## src/rtl/crtc_pkg.sv

```systemverilog
// Package: crtc_pkg
// Shared encoding widths and the control-bit bundle for the raster timing
// generator. The partial-match widths are fixed by the register encoding and
// are not meant to be changed per instance.
package crtc_pkg;

    localparam int HBE_W = 6;   // horizontal blank-end match width
    localparam int HSE_W = 5;   // horizontal sync-end match width
    localparam int VBE_W = 8;   // vertical blank-end match width
    localparam int VSE_W = 4;   // vertical sync-end match width

    localparam int H_TOTAL_OFS = 5;   // characters added to the horizontal total field
    localparam int V_TOTAL_OFS = 2;   // lines added to the vertical total field

    typedef struct packed {
        logic hsync_neg;
        logic vsync_neg;
        logic hsync_off;
        logic vsync_off;
        logic screen_off;
    } crtc_ctl_t;

    localparam int CTL_W = $bits(crtc_ctl_t);

endpackage

```

## src/rtl/crtc_shadow.sv

```systemverilog
// Module: crtc_shadow
// Holds the working copy of the timing configuration. The copy follows the
// inputs while reset is asserted and is reloaded only when load is high
// (the last pixel of a frame), so a frame never mixes old and new values.
// Assumes the inputs are stable around the loading edge.
module crtc_shadow #(
    parameter int W = 8
) (
    input  logic         clk,
    input  logic         rst_n,
    input  logic         load,
    input  logic [W-1:0] d,
    output logic [W-1:0] q
);

    // Capture the configuration during reset and at each frame boundary.
    always_ff @(posedge clk) begin
        if (!rst_n || load) begin
            q <= d;
        end
    end

endmodule

```

## src/rtl/crtc_hgen.sv

```systemverilog
// Module: crtc_hgen
// Horizontal half of the raster: a pixel-within-character counter and a
// character counter, plus the horizontal blank and sync state flags.
// The line holds htotal + H_TOTAL_OFS characters. Blank and sync are kept as
// set/clear flags because their end values match only low counter bits.
// Assumes CHAR_W >= 2 and HREG_W >= HBE_W.
module crtc_hgen
    import crtc_pkg::*;
#(
    parameter int HREG_W = 9,
    parameter int CHAR_W = 8,
    localparam int HC_W  = HREG_W + 1,
    localparam int PB_W  = $clog2(CHAR_W)
) (
    input  logic              clk,
    input  logic              rst_n,
    input  logic [HREG_W-1:0] htotal,
    input  logic [HREG_W-1:0] hblank_start,
    input  logic [HBE_W-1:0]  hblank_end,
    input  logic [HREG_W-1:0] hsync_start,
    input  logic [HSE_W-1:0]  hsync_end,
    output logic [HC_W-1:0]   char_cnt,
    output logic [PB_W-1:0]   pix_cnt,
    output logic              char_end,
    output logic              line_end,
    output logic              hblank_flag,
    output logic              hsync_flag
);

    localparam logic [PB_W-1:0] PIX_LAST = PB_W'(CHAR_W - 1);

    logic [HC_W-1:0] last_char;
    logic [HC_W-1:0] next_char;
    logic [HC_W-1:0] blank_first;
    logic [HC_W-1:0] sync_first;

    // Decode the last character of the line and the next character index.
    always_comb begin
        last_char   = HC_W'(htotal) + HC_W'(H_TOTAL_OFS - 1);
        blank_first = HC_W'(hblank_start) + HC_W'(1);
        sync_first  = HC_W'(hsync_start);
        char_end    = (pix_cnt == PIX_LAST);
        line_end    = char_end && (char_cnt == last_char);
        next_char   = line_end ? '0 : char_cnt + HC_W'(1);
    end

    // Advance the pixel and character counters.
    always_ff @(posedge clk) begin
        if (!rst_n) begin
            pix_cnt  <= '0;
            char_cnt <= '0;
        end else begin
            pix_cnt <= char_end ? '0 : pix_cnt + PB_W'(1);
            if (char_end) begin
                char_cnt <= next_char;
            end
        end
    end

    // Horizontal blank: set on entering the first blanked character, cleared
    // after the character whose low bits match the end field (set wins).
    always_ff @(posedge clk) begin
        if (!rst_n) begin
            hblank_flag <= 1'b0;
        end else if (char_end) begin
            if (next_char == blank_first) begin
                hblank_flag <= 1'b1;
            end else if (char_cnt[HBE_W-1:0] == hblank_end) begin
                hblank_flag <= 1'b0;
            end
        end
    end

    // Horizontal sync: set on entering the start character, cleared on
    // entering the first character whose low bits match the end field.
    always_ff @(posedge clk) begin
        if (!rst_n) begin
            hsync_flag <= 1'b0;
        end else if (char_end) begin
            if (next_char == sync_first) begin
                hsync_flag <= 1'b1;
            end else if (next_char[HSE_W-1:0] == hsync_end) begin
                hsync_flag <= 1'b0;
            end
        end
    end

endmodule

```

## src/rtl/crtc_vgen.sv

```systemverilog
// Module: crtc_vgen
// Vertical half of the raster: the scanline counter and the vertical blank
// and sync flags, all stepped by the line-end strobe of the horizontal half.
// The frame holds vtotal + V_TOTAL_OFS lines. Assumes VREG_W >= VBE_W.
module crtc_vgen
    import crtc_pkg::*;
#(
    parameter int VREG_W = 12,
    localparam int VC_W  = VREG_W + 1
) (
    input  logic              clk,
    input  logic              rst_n,
    input  logic              line_end,
    input  logic [VREG_W-1:0] vtotal,
    input  logic [VREG_W-1:0] vblank_start,
    input  logic [VBE_W-1:0]  vblank_end,
    input  logic [VREG_W-1:0] vsync_start,
    input  logic [VSE_W-1:0]  vsync_end,
    output logic [VC_W-1:0]   line_cnt,
    output logic              frame_end,
    output logic              vblank_flag,
    output logic              vsync_flag
);

    logic [VC_W-1:0] last_line;
    logic [VC_W-1:0] next_line;
    logic [VC_W-1:0] blank_first;
    logic [VC_W-1:0] sync_first;

    // Decode the last line of the frame and the next line index.
    always_comb begin
        last_line   = VC_W'(vtotal) + VC_W'(V_TOTAL_OFS - 1);
        blank_first = VC_W'(vblank_start) + VC_W'(1);
        sync_first  = VC_W'(vsync_start);
        frame_end   = line_end && (line_cnt == last_line);
        next_line   = frame_end ? '0 : line_cnt + VC_W'(1);
    end

    // Advance the scanline counter at each line end.
    always_ff @(posedge clk) begin
        if (!rst_n) begin
            line_cnt <= '0;
        end else if (line_end) begin
            line_cnt <= next_line;
        end
    end

    // Vertical blank: set entering the first blanked line, cleared after the
    // line whose low bits match the end field (set wins).
    always_ff @(posedge clk) begin
        if (!rst_n) begin
            vblank_flag <= 1'b0;
        end else if (line_end) begin
            if (next_line == blank_first) begin
                vblank_flag <= 1'b1;
            end else if (line_cnt[VBE_W-1:0] == vblank_end) begin
                vblank_flag <= 1'b0;
            end
        end
    end

    // Vertical sync: set entering the start line, cleared entering the first
    // line whose low bits match the end field.
    always_ff @(posedge clk) begin
        if (!rst_n) begin
            vsync_flag <= 1'b0;
        end else if (line_end) begin
            if (next_line == sync_first) begin
                vsync_flag <= 1'b1;
            end else if (next_line[VSE_W-1:0] == vsync_end) begin
                vsync_flag <= 1'b0;
            end
        end
    end

endmodule

```

## src/rtl/crtc_timing_gen.sv

```systemverilog
// Module: crtc_timing_gen
// Raster timing generator for one display head. Shadows the configuration at
// frame boundaries, runs the horizontal and vertical generators, and applies
// polarity, sync-disable and screen-off to form the outputs. All outputs
// are decoded from registered state and align with pix_col / pix_line.
// Assumes a continuously running pixel clock.
module crtc_timing_gen
    import crtc_pkg::*;
#(
    parameter int HREG_W = 9,
    parameter int VREG_W = 12,
    parameter int CHAR_W = 8,
    localparam int HC_W  = HREG_W + 1,
    localparam int VC_W  = VREG_W + 1,
    localparam int PB_W  = $clog2(CHAR_W),
    localparam int COL_W = HC_W + PB_W,
    localparam int LINE_W = VC_W
) (
    input  logic              clk,
    input  logic              rst_n,
    input  logic [HREG_W-1:0] cfg_htotal,
    input  logic [HREG_W-1:0] cfg_hdisp_end,
    input  logic [HREG_W-1:0] cfg_hblank_start,
    input  logic [HBE_W-1:0]  cfg_hblank_end,
    input  logic [HREG_W-1:0] cfg_hsync_start,
    input  logic [HSE_W-1:0]  cfg_hsync_end,
    input  logic [VREG_W-1:0] cfg_vtotal,
    input  logic [VREG_W-1:0] cfg_vdisp_end,
    input  logic [VREG_W-1:0] cfg_vblank_start,
    input  logic [VBE_W-1:0]  cfg_vblank_end,
    input  logic [VREG_W-1:0] cfg_vsync_start,
    input  logic [VSE_W-1:0]  cfg_vsync_end,
    input  logic [VREG_W-1:0] cfg_line_cmp,
    input  logic              cfg_hsync_neg,
    input  logic              cfg_vsync_neg,
    input  logic              cfg_hsync_off,
    input  logic              cfg_vsync_off,
    input  logic              cfg_screen_off,
    output logic              hsync,
    output logic              vsync,
    output logic              hblank,
    output logic              vblank,
    output logic              disp_en,
    output logic [COL_W-1:0]  pix_col,
    output logic [LINE_W-1:0] pix_line,
    output logic              line_cmp_hit
);

    localparam int SH_W = 4 * HREG_W + HBE_W + HSE_W
                        + 5 * VREG_W + VBE_W + VSE_W + CTL_W;

    crtc_ctl_t         ctl_in;
    crtc_ctl_t         s_ctl;
    logic [SH_W-1:0]   sh_d;
    logic [SH_W-1:0]   sh_q;

    logic [HREG_W-1:0] s_htotal, s_hdisp_end, s_hblank_start, s_hsync_start;
    logic [HBE_W-1:0]  s_hblank_end;
    logic [HSE_W-1:0]  s_hsync_end;
    logic [VREG_W-1:0] s_vtotal, s_vdisp_end, s_vblank_start, s_vsync_start, s_line_cmp;
    logic [VBE_W-1:0]  s_vblank_end;
    logic [VSE_W-1:0]  s_vsync_end;

    logic [HC_W-1:0]   char_cnt;
    logic [PB_W-1:0]   pix_cnt;
    logic [VC_W-1:0]   line_cnt;
    logic              char_end;
    logic              line_end;
    logic              frame_end;
    logic              hb_flag, hs_flag, vb_flag, vs_flag;
    logic              in_h_area, in_v_area;

    // Bundle the control bits.
    always_comb begin
        ctl_in.hsync_neg  = cfg_hsync_neg;
        ctl_in.vsync_neg  = cfg_vsync_neg;
        ctl_in.hsync_off  = cfg_hsync_off;
        ctl_in.vsync_off  = cfg_vsync_off;
        ctl_in.screen_off = cfg_screen_off;
    end

    assign sh_d = {cfg_htotal, cfg_hdisp_end, cfg_hblank_start, cfg_hsync_start,
                   cfg_hblank_end, cfg_hsync_end,
                   cfg_vtotal, cfg_vdisp_end, cfg_vblank_start, cfg_vsync_start,
                   cfg_line_cmp, cfg_vblank_end, cfg_vsync_end, ctl_in};

    assign {s_htotal, s_hdisp_end, s_hblank_start, s_hsync_start,
            s_hblank_end, s_hsync_end,
            s_vtotal, s_vdisp_end, s_vblank_start, s_vsync_start,
            s_line_cmp, s_vblank_end, s_vsync_end, s_ctl} = sh_q;

    crtc_shadow #(
        .W (SH_W)
    ) u_shadow (
        .clk   (clk),
        .rst_n (rst_n),
        .load  (frame_end),
        .d     (sh_d),
        .q     (sh_q)
    );

    crtc_hgen #(
        .HREG_W (HREG_W),
        .CHAR_W (CHAR_W)
    ) u_hgen (
        .clk          (clk),
        .rst_n        (rst_n),
        .htotal       (s_htotal),
        .hblank_start (s_hblank_start),
        .hblank_end   (s_hblank_end),
        .hsync_start  (s_hsync_start),
        .hsync_end    (s_hsync_end),
        .char_cnt     (char_cnt),
        .pix_cnt      (pix_cnt),
        .char_end     (char_end),
        .line_end     (line_end),
        .hblank_flag  (hb_flag),
        .hsync_flag   (hs_flag)
    );

    crtc_vgen #(
        .VREG_W (VREG_W)
    ) u_vgen (
        .clk          (clk),
        .rst_n        (rst_n),
        .line_end     (line_end),
        .vtotal       (s_vtotal),
        .vblank_start (s_vblank_start),
        .vblank_end   (s_vblank_end),
        .vsync_start  (s_vsync_start),
        .vsync_end    (s_vsync_end),
        .line_cnt     (line_cnt),
        .frame_end    (frame_end),
        .vblank_flag  (vb_flag),
        .vsync_flag   (vs_flag)
    );

    // Form the outputs from the flags and the shadowed control bits.
    always_comb begin
        in_h_area    = (char_cnt <= HC_W'(s_hdisp_end));
        in_v_area    = (line_cnt <= VC_W'(s_vdisp_end));
        hblank       = hb_flag | s_ctl.screen_off;
        vblank       = vb_flag | s_ctl.screen_off;
        disp_en      = !hblank && !vblank && in_h_area && in_v_area;
        hsync        = (hs_flag & ~s_ctl.hsync_off) ^ s_ctl.hsync_neg;
        vsync        = (vs_flag & ~s_ctl.vsync_off) ^ s_ctl.vsync_neg;
        pix_col      = COL_W'(char_cnt) * COL_W'(CHAR_W) + COL_W'(pix_cnt);
        pix_line     = line_cnt;
        line_cmp_hit = (line_cnt == VC_W'(s_line_cmp)) && (char_cnt == '0) && (pix_cnt == '0);
    end

endmodule

```

## config.mk

```make
export PLATFORM = sky130hd
export DESIGN_NAME = crtc_timing_gen
export DESIGN_NICKNAME = d
export VERILOG_FILES = /design/src/rtl/crtc_pkg.sv /design/src/rtl/crtc_shadow.sv /design/src/rtl/crtc_hgen.sv /design/src/rtl/crtc_vgen.sv /design/src/rtl/crtc_timing_gen.sv
export SDC_FILE = /design/constraint.sdc
export NUM_CORES = 1
export LEC_CHECK = 0
export BUFFER_PORTS_ARGS = -buffer_cell sky130_fd_sc_hd__buf_2
export CAP_MARGIN = 20
export CORE_MARGIN = 3
export CORE_UTILIZATION = 50
export DETAILED_ROUTE_END_ITERATION = 16
export PLACE_DENSITY = 0.84
export SLEW_MARGIN = 20
export SYNTH_ARGS = -nofsm -noshare
export SYNTH_HDL_FRONTEND = slang
export SYNTH_SLANG_ARGS = --single-unit
```

## constraint.sdc

```tcl
create_clock -name clk -period 5.75 [get_ports clk]
set_input_delay 0.575 -clock clk [delete_from_list [all_inputs] [get_ports clk]]
set_output_delay 0.575 -clock clk [all_outputs]
set_load 0.02 [all_outputs]
```

==> Yosys cells after proc, flatten, opt, wreduce, memory -nomap -nowiden <==
Cells that the tools add are included.
{ "word_totals": {"output_inout_bits": 32, "regBits": 154, "elab_cells": 71} }
{ "classes": {"mux": 10, "eq_ne": 12, "bitwise": 9, "order_cmp": 2, "n_reduce_logical": 22, "addsub": 8} }
{ "ops": {"columns": ["op", "n"], "rows": [
  ["adder 12 x 1 -> 13 bit, second input constant", 2],
  ["== test 13 x 12 -> 1 bit", 2],
  ["== test 13 bit", 2],
  ["== test 10 bit", 2],
  ["adder 13 x 1 -> 13 bit, second input constant", 1],
  ["adder 13 x 3 -> 13 bit", 1],
  ["less-or-equal comparator 13 x 12 -> 1 bit", 1],
  ["2-to-1 mux 13 bit", 1],
  ["adder 10 x 1 -> 10 bit, second input constant", 1],
  ["adder 9 x 1 -> 10 bit, second input constant", 1],
  ["adder 9 x 3 -> 10 bit, second input constant", 1],
  ["== test 10 x 9 -> 1 bit", 1],
  ["less-or-equal comparator 10 x 9 -> 1 bit", 1],
  ["logical NOT 10 bit", 1],
  ["2-to-1 mux 10 bit", 1],
  ["== test 8 bit", 1],
  ["2-to-1 mux 1 bit", 8],
  ["AND reduction 2 bit", 4],
  ["nonzero test 2 bit", 4],
  ["logical AND 1 bit", 7],
  ["== test 6 bit", 1],
  ["== test 5 bit", 1],
  ["== test 4 bit", 1],
  ["adder 3 x 1 -> 3 bit, second input constant", 1],
  ["other kinds (9)", 16]
]} }

==> Depth between registers and ports, before layout <==
{ "depth": {"depth_word": 8, "ltp_mapped": 12} }

==> By module <==
Synthesis repeated with hierarchy kept, for this count alone.
{ "hier_totals": {"hier_cells": 772, "area_unflattened_um2": 8607.0} }
{ "modules_own_cells": {"columns": ["module", "instances", "area_each_um2", "cells_per_inst"], "rows": [
  ["crtc_shadow", 1, 3729.8, 125],
  ["crtc_vgen", 1, 2210.9, 295],
  ["crtc_hgen", 1, 1899.3, 253],
  ["crtc_timing_gen", 1, 767.0, 99]
]} }

==> Worst setup path before layout <==
No wires, ideal clock.
{ "synth_timing": {"path_type": "reg-to-reg", "startpoint": "register u_vgen.line_cnt[5]", "endpoint": "register u_shadow.q[0], enable pin", "stages_incl_launch_ff": 10, "setup_ns": 0.506, "setup_slack_ns": -0.080, "t_arrival_ns": 5.324, "cell_sequence": "dfxtp_1 buf_4 xnor2_1 or3_1 a2111oi_2 nand4_1 a2111oi_4 and2_0 buf_4 nand2b_1"} }
{ "synth_between": {"elab_chain_cells": 3} }
{ "synth_lines": {"columns": ["element", "line_no", "text"], "rows": [
  ["start: declaration", "crtc_vgen.sv:19", "output logic [VC_W-1:0] line_cnt,"],
  ["start signal: assignment", "crtc_vgen.sv:44", "line_cnt <= next_line;"],
  ["== test 13 bit", "crtc_vgen.sv:35", "frame_end = line_end && (line_cnt == last_line);"],
  ["logical AND 1 bit", "crtc_vgen.sv:35", null],
  ["logical OR 1 bit", "crtc_shadow.sv:18", "if (!rst_n || load) begin"],
  ["end signal: assignment", "crtc_shadow.sv:19", "q <= d;"],
  ["end: declaration", "crtc_shadow.sv:13", "output logic [W-1:0] q"]
]} }
No other way between the ends.
A chain may end at the register's enable or synchronous reset.

==> Worst setup path after layout <==
{ "layout_timing": {"startpoint": "register u_vgen.line_cnt[5]", "endpoint": "register u_shadow.q[86], enable pin"} }
The elaborated chain is that of the path after synthesis.

==> impl_metrics.py <==
metrics = {
    "routing": {
        "wl_met1_mm": 8.970,
        "route.met3.wl_mm": 1.433,
        "routed_wl_mm": 20.12,
        "avgViaCountPerCell": 5.791,
        "drt-pass1-iter-count": 7,
        "detail-route-antenna-nets": 0,
        "wl_per_cell_um": 17.93,
        "routed-wl-met2_mm": 9.204,
        "vias": 6498,
        "drcViolationCount": 0,
        "drt_iter0_drc": 642,
        "dr.max_layer_used": "met4",
    },
    "yosys": {
        "syn_area_sq_um": 8303,
        "async_flop_share": 0,
        "synthTopCellsByArea": "edfxtp_1, dfxtp_1, xnor2_1",
        "post_synth_inst_count": 749,
        "ys_warn_count": 0,
        "ys_seq_area_frac": 0.5208,
        "yosysUniqueCellTypes": 66,
        "ys_ff_latch": 154,
        "synth_ff_type": "edfxtp_1",
        "synth_top_cell_by_area": "edfxtp_1",
        "synth_edf_count": 124,
        "synth_nets": 906,
        "synth_top_area_frac": 0.4485,
        "avgSynthCellArea_sq_um": 11.09,
    },
    "timing": {
        "fin_hold_ws_ns": 0.3078,
        "slew_headroom": 0.3299,
        "fin_skew_ns": 0.009410,
        "finalCritPeriodShare": 0.7105,
        "period_needed_ns": 4.085,
        "drv_slew": 0,
        "hold_viol": 0,
        "fmax_mhz": 244.8,
        "rsz0062_at_grt": "no",
        "worst_slew_pin_slew_ns": 1.005,
        "tns_ns": 0,
        "setup_viol": 0,
    },
    "global_routing": {
        "overflow": 0,
        "grt_max_degree": 64,
        "antenna_found_initial": 0,
        "grt_pass1_wl_mm": 31.77,
        "grt_pass1_vias": 6301,
        "grt.total_usage": 0.2233,
    },
    "cts": {
        "cts_max_level": 4,
        "clock_sinks": 154,
        "cts_tree": "built",
        "hold_buffers": 0,
        "ctsResizeCount": 0,
        "clk_path_buf_depth": 2,
        "post_cts_buffers": 0,
        "insertion_delay_ns": 0.44,
        "numCtsBuffers": 17,
        "clk_pin_slew_ns": 0.07,
        "clock-root-buffer": "clkbuf_16",
    },
    "critical_path": {
        "arrival_ns": 4.20,
        "critPathCaptureType": "flip-flop",
        "ff2ff_setup_slack_ns": 1.66,
        "r2r-end": "u_shadow.q[86]",
        "path_max_fanout": 63,
        "critPathRequiredTime_ns": 5.87,
        "cp-start-kind": "flip-flop",
        "reg2reg_depth": 9,
        "setup.worst_path.start": "u_vgen.line_cnt[5]",
        "timing.rr.start": "u_vgen.line_cnt[5]",
        "cp-endpoint": "u_shadow.q[86]",
        "critical_path_class": "reg -> reg",
    },
    "finish": {
        "syn_to_final_growth_pct": 18.52,
        "stdcell_count": 1122,
        "final_util": 0.6128,
        "drive_gt1_frac": 0.2241,
        "antenna_cells": 0,
        "fin_nets": 1050,
    },
    "power_and_ir_drop": {
        "powerDensity_nw_per_um2": 270.1,
        "p_leak_nw": 3.784,
        "peakVddDrop_uv": 213.9,
    },
    "place": {
        "dp_hpwl_mm": 14.37,
        "routabilityCongestion": 0.8981,
        "dp_cells": 1090,
        "portBuffers": 157,
    },
    "floorplan": {
        "fp.dieArea_sq_um": 18190,
        "die_w_um": 134.9,
        "rows": 46,
        "core_area_sq_um": 16060,
        "ios": 158,
        "die_y_um": 134.9,
        "initial_utilization": 0.5171,
    },
    "min_path": {
        "min_path_cells": 1,
        "hp-class": "in -> reg",
    },
    "outcome": {
        "outcome": "complete, no violations",
    },
    "job": {
        "cap_violations": 0,
    },
}
==> worst max-delay path, stage by stage (launching register included) <==
cell       delay (ns)
dfxtp_1          0.66
xnor2_1          0.15
or3_1            0.35
a2111oi_2        0.36
nand4_1          0.19
a2111oi_4        0.32
buf_4            0.28
and2_0           0.33
nand2b_4         0.75
buf_12           0.33
==> cells in the mapped netlist (all sizes together), types with 5 or more instances <==
cell and number:
edfxtp 124, xnor2 63, xor2 46, nand3 39
nand2 37, inv 35, nor2 34, ha 31
dfxtp 30, o21ai 28, a21oi 27, clkbuf 26
and3 22, nand4 22, nor3 18, nor2b 17
a21boi 13, a31oi 10, buf 10, nor4 10
nand2b 9, o211ai 8, or3 7, o21a 6
a211oi 5
==> registers in the layout (all words and copies together) (netlist names) <==
name and cells:
u_hgen.pix_cnt 3, u_vgen.vsync_flag 1, u_hgen.char_cnt 10, u_vgen.line_cnt 13
u_hgen.hsync_flag 1, u_vgen.vblank_flag 1, u_hgen.hblank_flag 1, u_shadow.q 124
==> metal layers <==
layer,vias to the layer above,global-route usage
met5,-,0
met4,0,0.08654
met3,46,0.04545
met2,291,0.3446
met1,3079,0.3124
li1,3082,-
==> placed cells by master (no fill, tap or decap), types with 5 or more instances in the layout <==
cell	count
nand4_1	22
nor4_1	10
clkbuf_16	17
o21a_1	6
ha_1	31
a211oi_1	5
nand2b_1	8
nor3_1	17
inv_1	35
or3_1	7
nand3_1	38
edfxtp_1	124
o21ai_0	25
buf_2	157
nor2_1	34
a31oi_1	10
xor2_1	46
nor2b_1	17
and3_1	22
dfxtp_1	30
a21oi_1	27
o211ai_1	8
inv_6	6
xnor2_1	63
nand2_1	37
a21boi_0	9
==> cells by family after synthesis <==
kind of cell	Yosys count	synth area share
xor+xnor	109	0.1150
compound gates	142	0.1240
flops	154	0.5208
buf+inv	71	0.03375
mux	1	0.001206
fa+ha+maj	31	0.04671
simple gates	241	0.1585
==> worst min path at each step <==
stage | from | to | slack (ns)
3_5_place_dp | u_hgen.hsync_flag | u_hgen.hsync_flag | 0.50
6_report | cfg_vsync_neg | u_shadow.q[3] | 0.31
4_1_cts | cfg_vsync_neg | u_shadow.q[3] | 0.30
2_1_floorplan | u_vgen.vblank_flag | u_vgen.vblank_flag | 0.43
5_1_grt | cfg_vsync_off | u_shadow.q[1] | 0.29
3_3_place_gp | u_hgen.hsync_flag | u_hgen.hsync_flag | 0.48
==> power by group <==
| part | internal [mW] | switching (mW) |
|---|---|---|
| clock | 0.611 | 0.485 |
| sequential | 1.29 | 0.0550 |
| combinational | 0.106 | 0.112 |
==> cell type report <==
cell class | instances | area (sq um)
repair buffers | 161 | 828.3
inverters | 35 | 131.4
fillers | 1286 | 6217
clock inverters | 15 | 155.1
well taps | 216 | 270.3
multi-input cells | 524 | 3706
clock buffers | 17 | 425.4
flip-flops and latches | 154 | 4324
==> through the flow <==
step           setup slack (ns)  power [mW]  cell area (sq um)
6_report                  1.665       2.658               9841
5_1_grt                   1.410       2.754               9841
4_1_cts                   1.663       2.670               9841
3_5_place_dp              1.672       1.581               9260
3_3_place_gp              1.813       1.571               9260
2_1_floorplan             1.385       1.487               8305
(Power assumes the default switching activity.)
